### config.mk
export PLATFORM = sky130hd
export DESIGN_NAME = tlb_fa_lru
export DESIGN_NICKNAME = d
export VERILOG_FILES = /design/src/rtl/tlb_pkg.sv /design/src/rtl/tlb_cam.sv /design/src/rtl/tlb_lru.sv /design/src/rtl/tlb_fa_lru.sv
export SDC_FILE = /design/constraint.sdc
export NUM_CORES = 1
export LEC_CHECK = 0
export ABC_AREA = 0
export BUFFER_PORTS_ARGS = -buffer_cell sky130_fd_sc_hd__buf_2
export CAP_MARGIN = 20
export CORE_MARGIN = 1.5
export CORE_UTILIZATION = 42
export DETAILED_ROUTE_END_ITERATION = 10
export GPL_TIMING_DRIVEN = 0
export HOLD_SLACK_MARGIN = 0.12
export RECOVER_POWER = 50
export SYNTH_ARGS = -nofsm -noshare
export SYNTH_HDL_FRONTEND = slang
export SYNTH_SLANG_ARGS = --single-unit
### constraint.sdc
create_clock -name clk -period 14.4 [get_ports clk]
set_clock_uncertainty 0.05 [all_clocks]
set_input_delay 1.44 -clock clk [delete_from_list [all_inputs] [get_ports clk]]
set_output_delay 1.44 -clock clk [all_outputs]
set_load 0.05 [all_outputs]
### src/rtl/tlb_pkg.sv
package tlb_pkg;
    typedef enum logic [1:0] {
        S_IDLE,
        S_WALK,
        S_INSTALL,
        S_FAULT
    } tlb_state_e;
endpackage

### src/rtl/tlb_cam.sv
module tlb_cam #(
    parameter int N  = 16,
    parameter int VW = 20,
    parameter int PW = 12,
    localparam int IW = $clog2(N)
) (
    input  logic          clk,
    input  logic          rst_n,
    input  logic          flush,
    input  logic          wr_en,
    input  logic [IW-1:0] wr_idx,
    input  logic [VW-1:0] wr_vpn,
    input  logic [PW-1:0] wr_pfn,
    input  logic [VW-1:0] cmp_vpn,
    output logic          hit_any,
    output logic [IW-1:0] hit_idx,
    output logic [PW-1:0] hit_pfn,
    output logic [N-1:0]  valid
);
    logic [VW-1:0] vpn_q [N];
    logic [PW-1:0] pfn_q [N];
    logic [N-1:0]  match;

    for (genvar i = 0; i < N; i++) begin : g_slot
        always_ff @(posedge clk) begin
            if (!rst_n || flush) begin
                valid[i] <= 1'b0;
            end else if (wr_en && wr_idx == IW'(i)) begin
                valid[i] <= 1'b1;
            end
        end
        always_ff @(posedge clk) begin
            if (wr_en && wr_idx == IW'(i)) begin
                vpn_q[i] <= wr_vpn;
                pfn_q[i] <= wr_pfn;
            end
        end
        assign match[i] = valid[i] && (vpn_q[i] == cmp_vpn);
    end

    always_comb begin
        hit_idx = '0;
        hit_pfn = '0;
        for (int i = 0; i < N; i++) begin
            if (match[i]) begin
                hit_idx = hit_idx | IW'(i);
                hit_pfn = hit_pfn | pfn_q[i];
            end
        end
    end
    assign hit_any = |match;

    AST_SINGLE_MATCH: assert property (@(posedge clk) disable iff (!rst_n)
        $onehot0(match));
endmodule

### src/rtl/tlb_lru.sv
module tlb_lru #(
    parameter int N = 16,
    localparam int IW = $clog2(N)
) (
    input  logic          clk,
    input  logic          rst_n,
    input  logic          flush,
    input  logic          touch,
    input  logic [IW-1:0] touch_idx,
    input  logic [N-1:0]  valid,
    output logic [IW-1:0] victim_idx
);
    logic [IW-1:0] age_q [N];
    logic [IW-1:0] touched_age;

    assign touched_age = age_q[touch_idx];

    for (genvar i = 0; i < N; i++) begin : g_age
        always_ff @(posedge clk) begin
            if (!rst_n || flush) begin
                age_q[i] <= IW'(i);
            end else if (touch) begin
                if (touch_idx == IW'(i)) begin
                    age_q[i] <= '0;
                end else if (age_q[i] < touched_age) begin
                    age_q[i] <= age_q[i] + 1'b1;
                end
            end
        end
    end

    always_comb begin
        logic found;
        found      = 1'b0;
        victim_idx = '0;
        for (int i = 0; i < N; i++) begin
            if (!valid[i] && !found) begin
                victim_idx = IW'(i);
                found      = 1'b1;
            end
        end
        if (!found) begin
            for (int i = 0; i < N; i++) begin
                if (age_q[i] == IW'(N - 1)) victim_idx = IW'(i);
            end
        end
    end

    logic [(1<<IW)-1:0] seen;
    always_comb begin
        seen = '0;
        for (int i = 0; i < N; i++) seen[age_q[i]] = 1'b1;
    end

    AST_AGES_PERMUTE: assert property (@(posedge clk) disable iff (!rst_n)
        $countones(seen) == N);
endmodule

### src/rtl/tlb_fa_lru.sv
module tlb_fa_lru
    import tlb_pkg::*;
#(
    parameter int ENTRIES = 16,
    parameter int VPN_W   = 20,
    parameter int PFN_W   = 12,
    localparam int IW     = $clog2(ENTRIES)
) (
    input  logic             clk,
    input  logic             rst_n,
    input  logic             flush,
    input  logic             lk_valid,
    input  logic [VPN_W-1:0] lk_vpn,
    output logic             lk_ready,
    output logic             hit,
    output logic [PFN_W-1:0] hit_pfn,
    output logic             walk_req,
    output logic [VPN_W-1:0] walk_vpn,
    input  logic             fill_valid,
    input  logic             fill_fault,
    input  logic [PFN_W-1:0] fill_pfn,
    output logic             done_valid,
    output logic             done_fault,
    output logic [PFN_W-1:0] done_pfn
);
    tlb_state_e       state_q, state_d;
    logic [VPN_W-1:0] vpn_q;
    logic [PFN_W-1:0] pfn_q;
    logic [IW-1:0]    victim_q;

    logic             hit_any;
    logic [IW-1:0]    hit_idx;
    logic [IW-1:0]    victim_idx;
    logic [ENTRIES-1:0] valid_vec;
    logic             accept, miss_take, install, touch;
    logic [IW-1:0]    touch_idx;

    assign lk_ready  = (state_q == S_IDLE) && !flush;
    assign accept    = lk_valid && lk_ready;
    assign hit       = accept && hit_any;
    assign miss_take = accept && !hit_any;
    assign install   = (state_q == S_INSTALL) && !flush;
    assign touch     = hit || install;
    assign touch_idx = hit ? hit_idx : victim_q;

    tlb_cam #(.N(ENTRIES), .VW(VPN_W), .PW(PFN_W)) u_cam (
        .clk     (clk),
        .rst_n   (rst_n),
        .flush   (flush),
        .wr_en   (install),
        .wr_idx  (victim_q),
        .wr_vpn  (vpn_q),
        .wr_pfn  (pfn_q),
        .cmp_vpn (lk_vpn),
        .hit_any (hit_any),
        .hit_idx (hit_idx),
        .hit_pfn (hit_pfn),
        .valid   (valid_vec)
    );

    tlb_lru #(.N(ENTRIES)) u_lru (
        .clk        (clk),
        .rst_n      (rst_n),
        .flush      (flush),
        .touch      (touch),
        .touch_idx  (touch_idx),
        .valid      (valid_vec),
        .victim_idx (victim_idx)
    );

    always_comb begin
        state_d = state_q;
        unique case (state_q)
            S_IDLE:    if (miss_take) state_d = S_WALK;
            S_WALK:    if (fill_valid) state_d = fill_fault ? S_FAULT : S_INSTALL;
            S_INSTALL: state_d = S_IDLE;
            S_FAULT:   state_d = S_IDLE;
            default:   state_d = S_IDLE;
        endcase
    end

    always_ff @(posedge clk) begin
        if (!rst_n) state_q <= S_IDLE;
        else        state_q <= state_d;
    end

    always_ff @(posedge clk) begin
        if (!rst_n) begin
            vpn_q    <= '0;
            pfn_q    <= '0;
            victim_q <= '0;
        end else begin
            if (miss_take) begin
                vpn_q    <= lk_vpn;
                victim_q <= victim_idx;
            end
            if (state_q == S_WALK && fill_valid) pfn_q <= fill_pfn;
        end
    end

    always_comb begin
        walk_req   = (state_q == S_WALK);
        walk_vpn   = vpn_q;
        done_valid = (state_q == S_INSTALL) || (state_q == S_FAULT);
        done_fault = (state_q == S_FAULT);
        done_pfn   = pfn_q;
    end

    AST_WALK_HOLD: assert property (@(posedge clk) disable iff (!rst_n)
        walk_req && !fill_valid |=> walk_req && $stable(walk_vpn));
    AST_WALK_FROM_MISS: assert property (@(posedge clk) disable iff (!rst_n)
        $rose(walk_req) |-> $past(lk_valid) && !$past(hit));
    AST_STALL_NO_HIT: assert property (@(posedge clk) disable iff (!rst_n)
        (walk_req || done_valid) |-> !hit);
    AST_DONE_PULSE: assert property (@(posedge clk) disable iff (!rst_n)
        done_valid |=> !done_valid);
    AST_INSTALL_SETS: assert property (@(posedge clk) disable iff (!rst_n)
        done_valid && !done_fault && !flush |=> valid_vec[$past(victim_q)]);
    AST_FAULT_KEEPS: assert property (@(posedge clk) disable iff (!rst_n)
        done_valid && done_fault && !flush |=> $stable(valid_vec));
    AST_FLUSH_EMPTY: assert property (@(posedge clk) disable iff (!rst_n)
        flush |=> valid_vec == '0);
endmodule

==> metrics, run 1 <==
startpoint types=primary input; post-DP HPWL=55.79 mm; die area=68720 µm²; DRC=0; crit share post-route=60.27%; CP Max Fanout=10; Core ar.=66100 µm²; status=finished, violations left; CTS Buf Count=67; FF/Latch Area=18380 µm²; design area=32470 µm²; Post-synth EDFFs=576; initial core utilization=42.67%; setup ws final=5.722 ns; #FFs+latches synth=630; cts hold-fix bufs=0; relative slew slack=-62.85%; GPL Wtd Cong=0.8695; top post-synthesis cells by area=edfxtp_1, xor2_1, xnor2_1; min Tclk post-route=8.678 ns; CTS sink count=630; Tightest Pin Transition=2.434 ns; PostCTS Resize Cnt=0; Syn Area/Cell=13.97 µm²; CTS max path bufs=3; Slew Limit Fails=185; first-pass GRT wire length=121.7 mm; gr ovfl total=0; initial antenna violation count=0; total track usage=24.55%; count of input and output buffers=66; RSZ-0062 raised after global routing=no; post-synth net total=2121; Main synth FF type=edfxtp_1; largest net degree at the start of global routing=28; initial DRC count=2107; Rows=94; detailed-route wire length=84.29 mm; worst skew pair latency=0.61 ns; H-tree levels=3; worst reg2reg path depth=21; crit end category=flop; Hold Crit Depth=2; Via Count=18422; crit path DAT=8.85 ns; Setup TNS Final=0 ns; YS warnings=0; hold_ws=0.4671 ns; fmax=0.1152 GHz; drt via density=5.910; clock-pin slew on the worst setup and hold paths=0.06 ns; failing checks=capacitance limit, slew limit; VDD IR max=88.15 µV; R2R setup slack=6.64 ns; synth unique cells=67; Worst Hold Class=reg -> reg; mapped cell area=28210 µm²; Synth top cells by count=edfxtp_1, xor2_1, xnor2_1; number of global-route vias before repair=17660; max cap viols=10; Post-CTS Setup Bufs=0; Req. time, crit path=14.57 ns; post-synthesis sequential area ratio=65.15%; footprint of the multi-input gates=9339 µm²; cell taking the most area after synthesis=edfxtp_1; Die X=262.2 µm; count leader, synth=edfxtp_1; Routed WL per cell=27.04 µm; DRT Pass-1 Iters=5; ys async rst share=0%; layout cells sized above 1=12.56%; Power Density=122.5 nW/µm²; Area Overhead vs Synth=15.11%; Leak Pwr=10.69 nW; DRT antenna net count=0; nets=2303; Die Y=262.2 µm; critical path type=in -> reg; Diodes inserted=0; FILL cells=5662; Synth Instances=2019; post-synth top area share=61.32%; io pins=87; post-place instance area=30400 µm²; CTS tree=built; final setup vio count=0; final number of hold-violating endpoints=0; dpl ws=5.275 ns; Root Driver=clkbuf_16
-- state kept, by name, indices dropped and copies added, names as in the netlist --
signal / flops
victim_q: 4
walk_vpn: 20
done_pfn: 12
state_q: 2
u_lru.age_q: 64
u_cam.valid: 16
u_cam.vpn_q: 320
u_cam.pfn_q: 192
-- final cells by class --
type / count / area share (%)
plain buffers: 91 / 1.653
clock buffers: 89 / 5.769
clock inverters: 32 / 1.121
inverters: 16 / 0.1927
multi-input cells: 1282 / 28.76
flip-flops and latches: 630 / 56.60
well taps: 864 / 3.329
repair buffers: 113 / 2.570
-- where the power goes --
part | switching [mW] | internal (mW) | leakage, nW
Sequential | 0.0338 | 2.00 | 5.41
Combinational | 0.117 | 0.0654 | 4.18
Clock | 0.720 | 1.04 | 1.10
-- per-stage QoR --
stage	instances	power, mW	util (%)
after detailed placement	2993	2.252	46.00
after CTS	3114	3.996	49.38
final	3117	3.979	49.12
after global routing	3117	4.077	49.12
after global placement	2949	2.244	44.81
after floorplan	2019	2.178	-
-- cell usage in the layout (no fill, tap or decap), drive strengths merged, types with 6 or more instances in the layout --
cell type	netlist	layout
edfxtp	576	576
xor2	176	176
xnor2	175	175
clkbuf	44	147
buf	47	145
nand2	140	140
nor2	80	80
nand3	71	71
ha	64	64
nor4	64	64
nand4	63	63
dfxtp	54	54
a22o	50	50
a221oi	48	48
a21oi	43	43
a21boi	39	39
and3	30	30
nor3	25	25
o21ai	23	23
clkinv	0	23
a31oi	18	18
inv	16	18
mux2i	16	16
o211ai	15	15
nor2b	13	13
nand2b	11	11
o211a	11	11
a211oi	10	10
o31ai	8	8
a211o	7	7
o31a	7	7
o21a	7	7
a221o	7	7
bufinv	0	7
or2	7	7
and2	6	6
mux2	6	6
-- per-layer routing --
metal	up-vias	GRT usage, %	part of all wire [%]
met3	126	3.096	7.4
li1	8105	-	-
met4	0	8.190	2.6
met1	9376	34.41	42
met5	-	0	0
met2	815	39.61	48
-- worst max-delay path, stage by stage --
cell       delay [ns]
buf_2            0.34
buf_6            0.27
xor2_1           0.09
nor4_1           0.59
nand4_1          0.41
nor4_2           0.90
or4_1            0.30
o41ai_4          0.14
inv_4            0.19
mux2i_1          0.44
clkbuf_1         0.54
clkbuf_1         0.46
nand2_1          0.11
nand3_1          0.09
nand3_1          0.14
a21oi_1          0.24
a21oi_2          0.15
buf_8            0.27
ha_1             0.29
a21o_1           0.15
a2111oi_0        0.59
inv_1            0.18
o21ai_0          0.48
-- path summary, 6_finish.rpt --
| check | startpoint | endpoint |
|---|---|---|
| worst max-delay path | lk_vpn[4] | u_lru.age_q[0][1] |
| worst min-delay path | u_cam.valid[12] | u_cam.valid[12] |
| worst max register to register | u_cam.vpn_q[0][115] | u_lru.age_q[0][1] |
| worst min register to register | u_cam.valid[12] | u_cam.valid[12] |
-- cell families (layout without fill, tap and decap cells) --
logic type / count (synthesis) / count (layout) / share of synthesized area, %
AOI/OAI and AO/OA: 328 / 328 / 8.987
and+or+nand+nor: 517 / 517 / 9.164
buffers and inverters: 107 / 341 / 2.125
xor gates and xnor gates: 351 / 351 / 10.90
DFF: 630 / 630 / 65.15
adders and majority gates: 64 / 64 / 2.839
muxes: 22 / 22 / 0.8339
Note: power is estimated with default switching activity, not from simulation.
==> run 2, diff against run 1 <==
==> constraint.sdc (replaced) <==
create_clock -name clk -period 8.1 [get_ports clk]
set_clock_uncertainty 0.05 [all_clocks]
set_input_delay 0.81 -clock clk [delete_from_list [all_inputs] [get_ports clk]]
set_output_delay 0.81 -clock clk [all_outputs]
set_load 0.05 [all_outputs]
==> run 2 against run 1 <==
The flow still finishes with violations (capacitance limit, slew limit). Sequential share of layout area barely moved. Critical path type unchanged. Largest cell class unchanged. Power increased by 78%. First-iteration DRC count down 3.8%.
==> metrics, run 2 (synthesis gave the netlist of run 1 again) <==
Util after Layout=49.16% (about the same); Largest register FFs=320 (unchanged); Req. time, crit path=8.27 ns (-6.30 ns); Worst Hold Class=in -> reg; startpoint types=primary input; CP Max Fanout=10 (unchanged); reg2reg end=u_lru.age_q[0][1]; design area=32490 µm² (about the same); Via Count=18478 (+0.30%); power after layout=7.068 mW (+78%); status=finished, violations left; Area Overhead vs Synth=15.20% (about the same); DRC=0 (unchanged); fmax=0.1317 GHz; Post-CTS Setup Bufs=0 (unchanged); die area=68720 µm² (unchanged); crit share post-route=93.74%; layout cells sized above 1=12.34% (-0.22 points); nets=2303 (unchanged); Die X=262.2 µm (unchanged); first-pass GRT wire length=121.7 mm (unchanged); final cell count without fillers=3117 (unchanged); Diodes inserted=0 (unchanged); Leak Pwr=10.66 nW (-0.25%); most common cell after layout, fill and taps aside=edfxtp_1; count of input and output buffers=66 (unchanged); initial core utilization=42.67% (unchanged); worst reg2reg path depth=21 (unchanged); cts hold-fix bufs=0 (unchanged); CTS sink count=630 (unchanged); crit end category=flop; Routed WL per cell=27.02 µm (about the same); clock-pin slew on the worst setup and hold paths=0.06 ns (about the same); post-place instance area=30400 µm² (unchanged); Rows=94 (unchanged); min Tclk post-route=7.593 ns; Worst Hold Launch=fill_pfn[10]; Die Y=262.2 µm (unchanged); critical path type=in -> reg; crit path DAT=7.77 ns (-1.08 ns); RSZ-0062 raised after global routing=no; commonest cells after routing, fill and taps aside=edfxtp_1, xor2_1, xnor2_1; largest net degree at the start of global routing=28 (unchanged); Root Driver=clkbuf_16; biggest regs=u_cam.vpn_q x320, u_cam.pfn_q x192, u_lru.age_q x64; CTS Buf Count=67 (unchanged); detailed-route wire length=84.22 mm (about the same); H-tree levels=3 (unchanged); CTS max path bufs=3 (unchanged); Power Density=217.5 nW/µm² (+77%); Core ar.=66100 µm² (unchanged); drt via density=5.928 (+0.30%); reg-to-reg startpoint=u_cam.vpn_q[1][81]; relative slew slack=-41.07% (+22 points); Hold Crit Depth=3 (+1); worst skew pair latency=0.61 ns (about the same); Slew Limit Fails=142 (-23%); io pins=87 (unchanged); post-DP HPWL=55.79 mm (unchanged); final setup vio count=0 (unchanged); initial antenna violation count=0 (unchanged); number of global-route vias before repair=17660 (unchanged); total track usage=24.55% (unchanged); Biggest register=u_cam.vpn_q; GPL Wtd Cong=0.8695 (unchanged); CTS tree=built; failing checks=capacitance limit, slew limit; cell count after placement=2993 (unchanged); gr ovfl total=0 (unchanged); DRT antenna net count=0 (unchanged); Tightest Pin Transition=2.108 ns (-0.3255 ns); initial DRC count=2026 (-3.8%); VDD IR max=156.7 µV (+78%); DRT Pass-1 Iters=5 (unchanged); Worst Hold Path EP=done_pfn[10]; final number of hold-violating endpoints=0 (unchanged); R2R setup slack=0.60 ns (-6.04 ns); max cap viols=8 (-2)
run 2: final cells by class:
cell class	instances	area [µm²]
buffer	91	538.0
fill	5661	33600
multi-input combinational	1282	9359
tap	864	1081
clock buffer	89	1873
sequential	630	18380
clock inverter	32	364.1
inverter	16	62.56
timing repair buffer	113	839.6
run 2: metal layers:
| metal | vias up | global-route usage [%] | part of all wire [%] |
|---|---|---|---|
| li1 | 8107 | - | - |
| met1 | 9415 | 34.41 | 42 |
| met2 | 833 | 39.61 | 48 |
| met3 | 123 | 3.096 | 7.6 |
| met4 | 0 | 8.190 | 2.6 |
| met5 | - | 0 | 0 |
run 2: what timing repair did:
| action | CTS | global route |
|---|---|---|
| gates resized for setup | 0 | 4 |
| endpoints found under the setup margin | 0 | 4 |
| hold endpoints to repair | 0 | 0 |
run 2: worst max path at each step:
| stage | startpoint | end | slack [ns] |
|---|---|---|---|
| 2_1_floorplan | lk_vpn[9] | u_lru.age_q[0][0] | 1.50 |
| 3_3_place_gp | lk_vpn[17] | u_lru.age_q[0][1] | -2.33 |
| 3_5_place_dp | lk_vpn[4] | u_lru.age_q[0][2] | -0.40 |
| 4_1_cts | lk_vpn[4] | u_lru.age_q[0][1] | 0.20 |
| 5_1_grt | lk_vpn[4] | u_lru.age_q[0][1] | 0.14 |
| 6_report | lk_vpn[15] | u_lru.age_q[0][1] | 0.51 |
run 2: power by group:
group / total (mW) / internal, mW / leakage, nW / switching (mW)
clock network: 3.13 / 1.86 / 1.10 / 1.28
logic: 0.325 / 0.116 / 4.15 / 0.209
registers: 3.61 / 3.55 / 5.41 / 0.0599
run 2: worst max-delay path, stage by stage:
cell       delay [ns]
buf_4            0.18
buf_4            0.33
xor2_1           0.11
nor4_1           0.71
nand3_1          0.20
nor4_1           0.62
buf_2            0.29
or4_4            0.16
o41ai_4          0.15
inv_4            0.19
mux2i_1          0.46
clkbuf_2         0.37
clkbuf_1         0.42
nand2_1          0.11
nand3_1          0.09
nand3_1          0.14
a21oi_1          0.25
a21oi_2          0.16
buf_8            0.28
ha_1             0.29
a21o_1           0.15
a2111oi_0        0.59
inv_1            0.18
o21ai_0          0.48
run 2: through the flow:
stage	worst slack (ns)	setup TNS [ns]	hold WS, ns
after global placement	-2.334	-212.34	0.4483
final	0.5070	0	0.4034
after floorplan	1.503	0	0.4261
after detailed placement	-0.3953	-3.995	0.4556
after global routing	0.1372	0	0.4067
after CTS	0.2006	0	0.3825
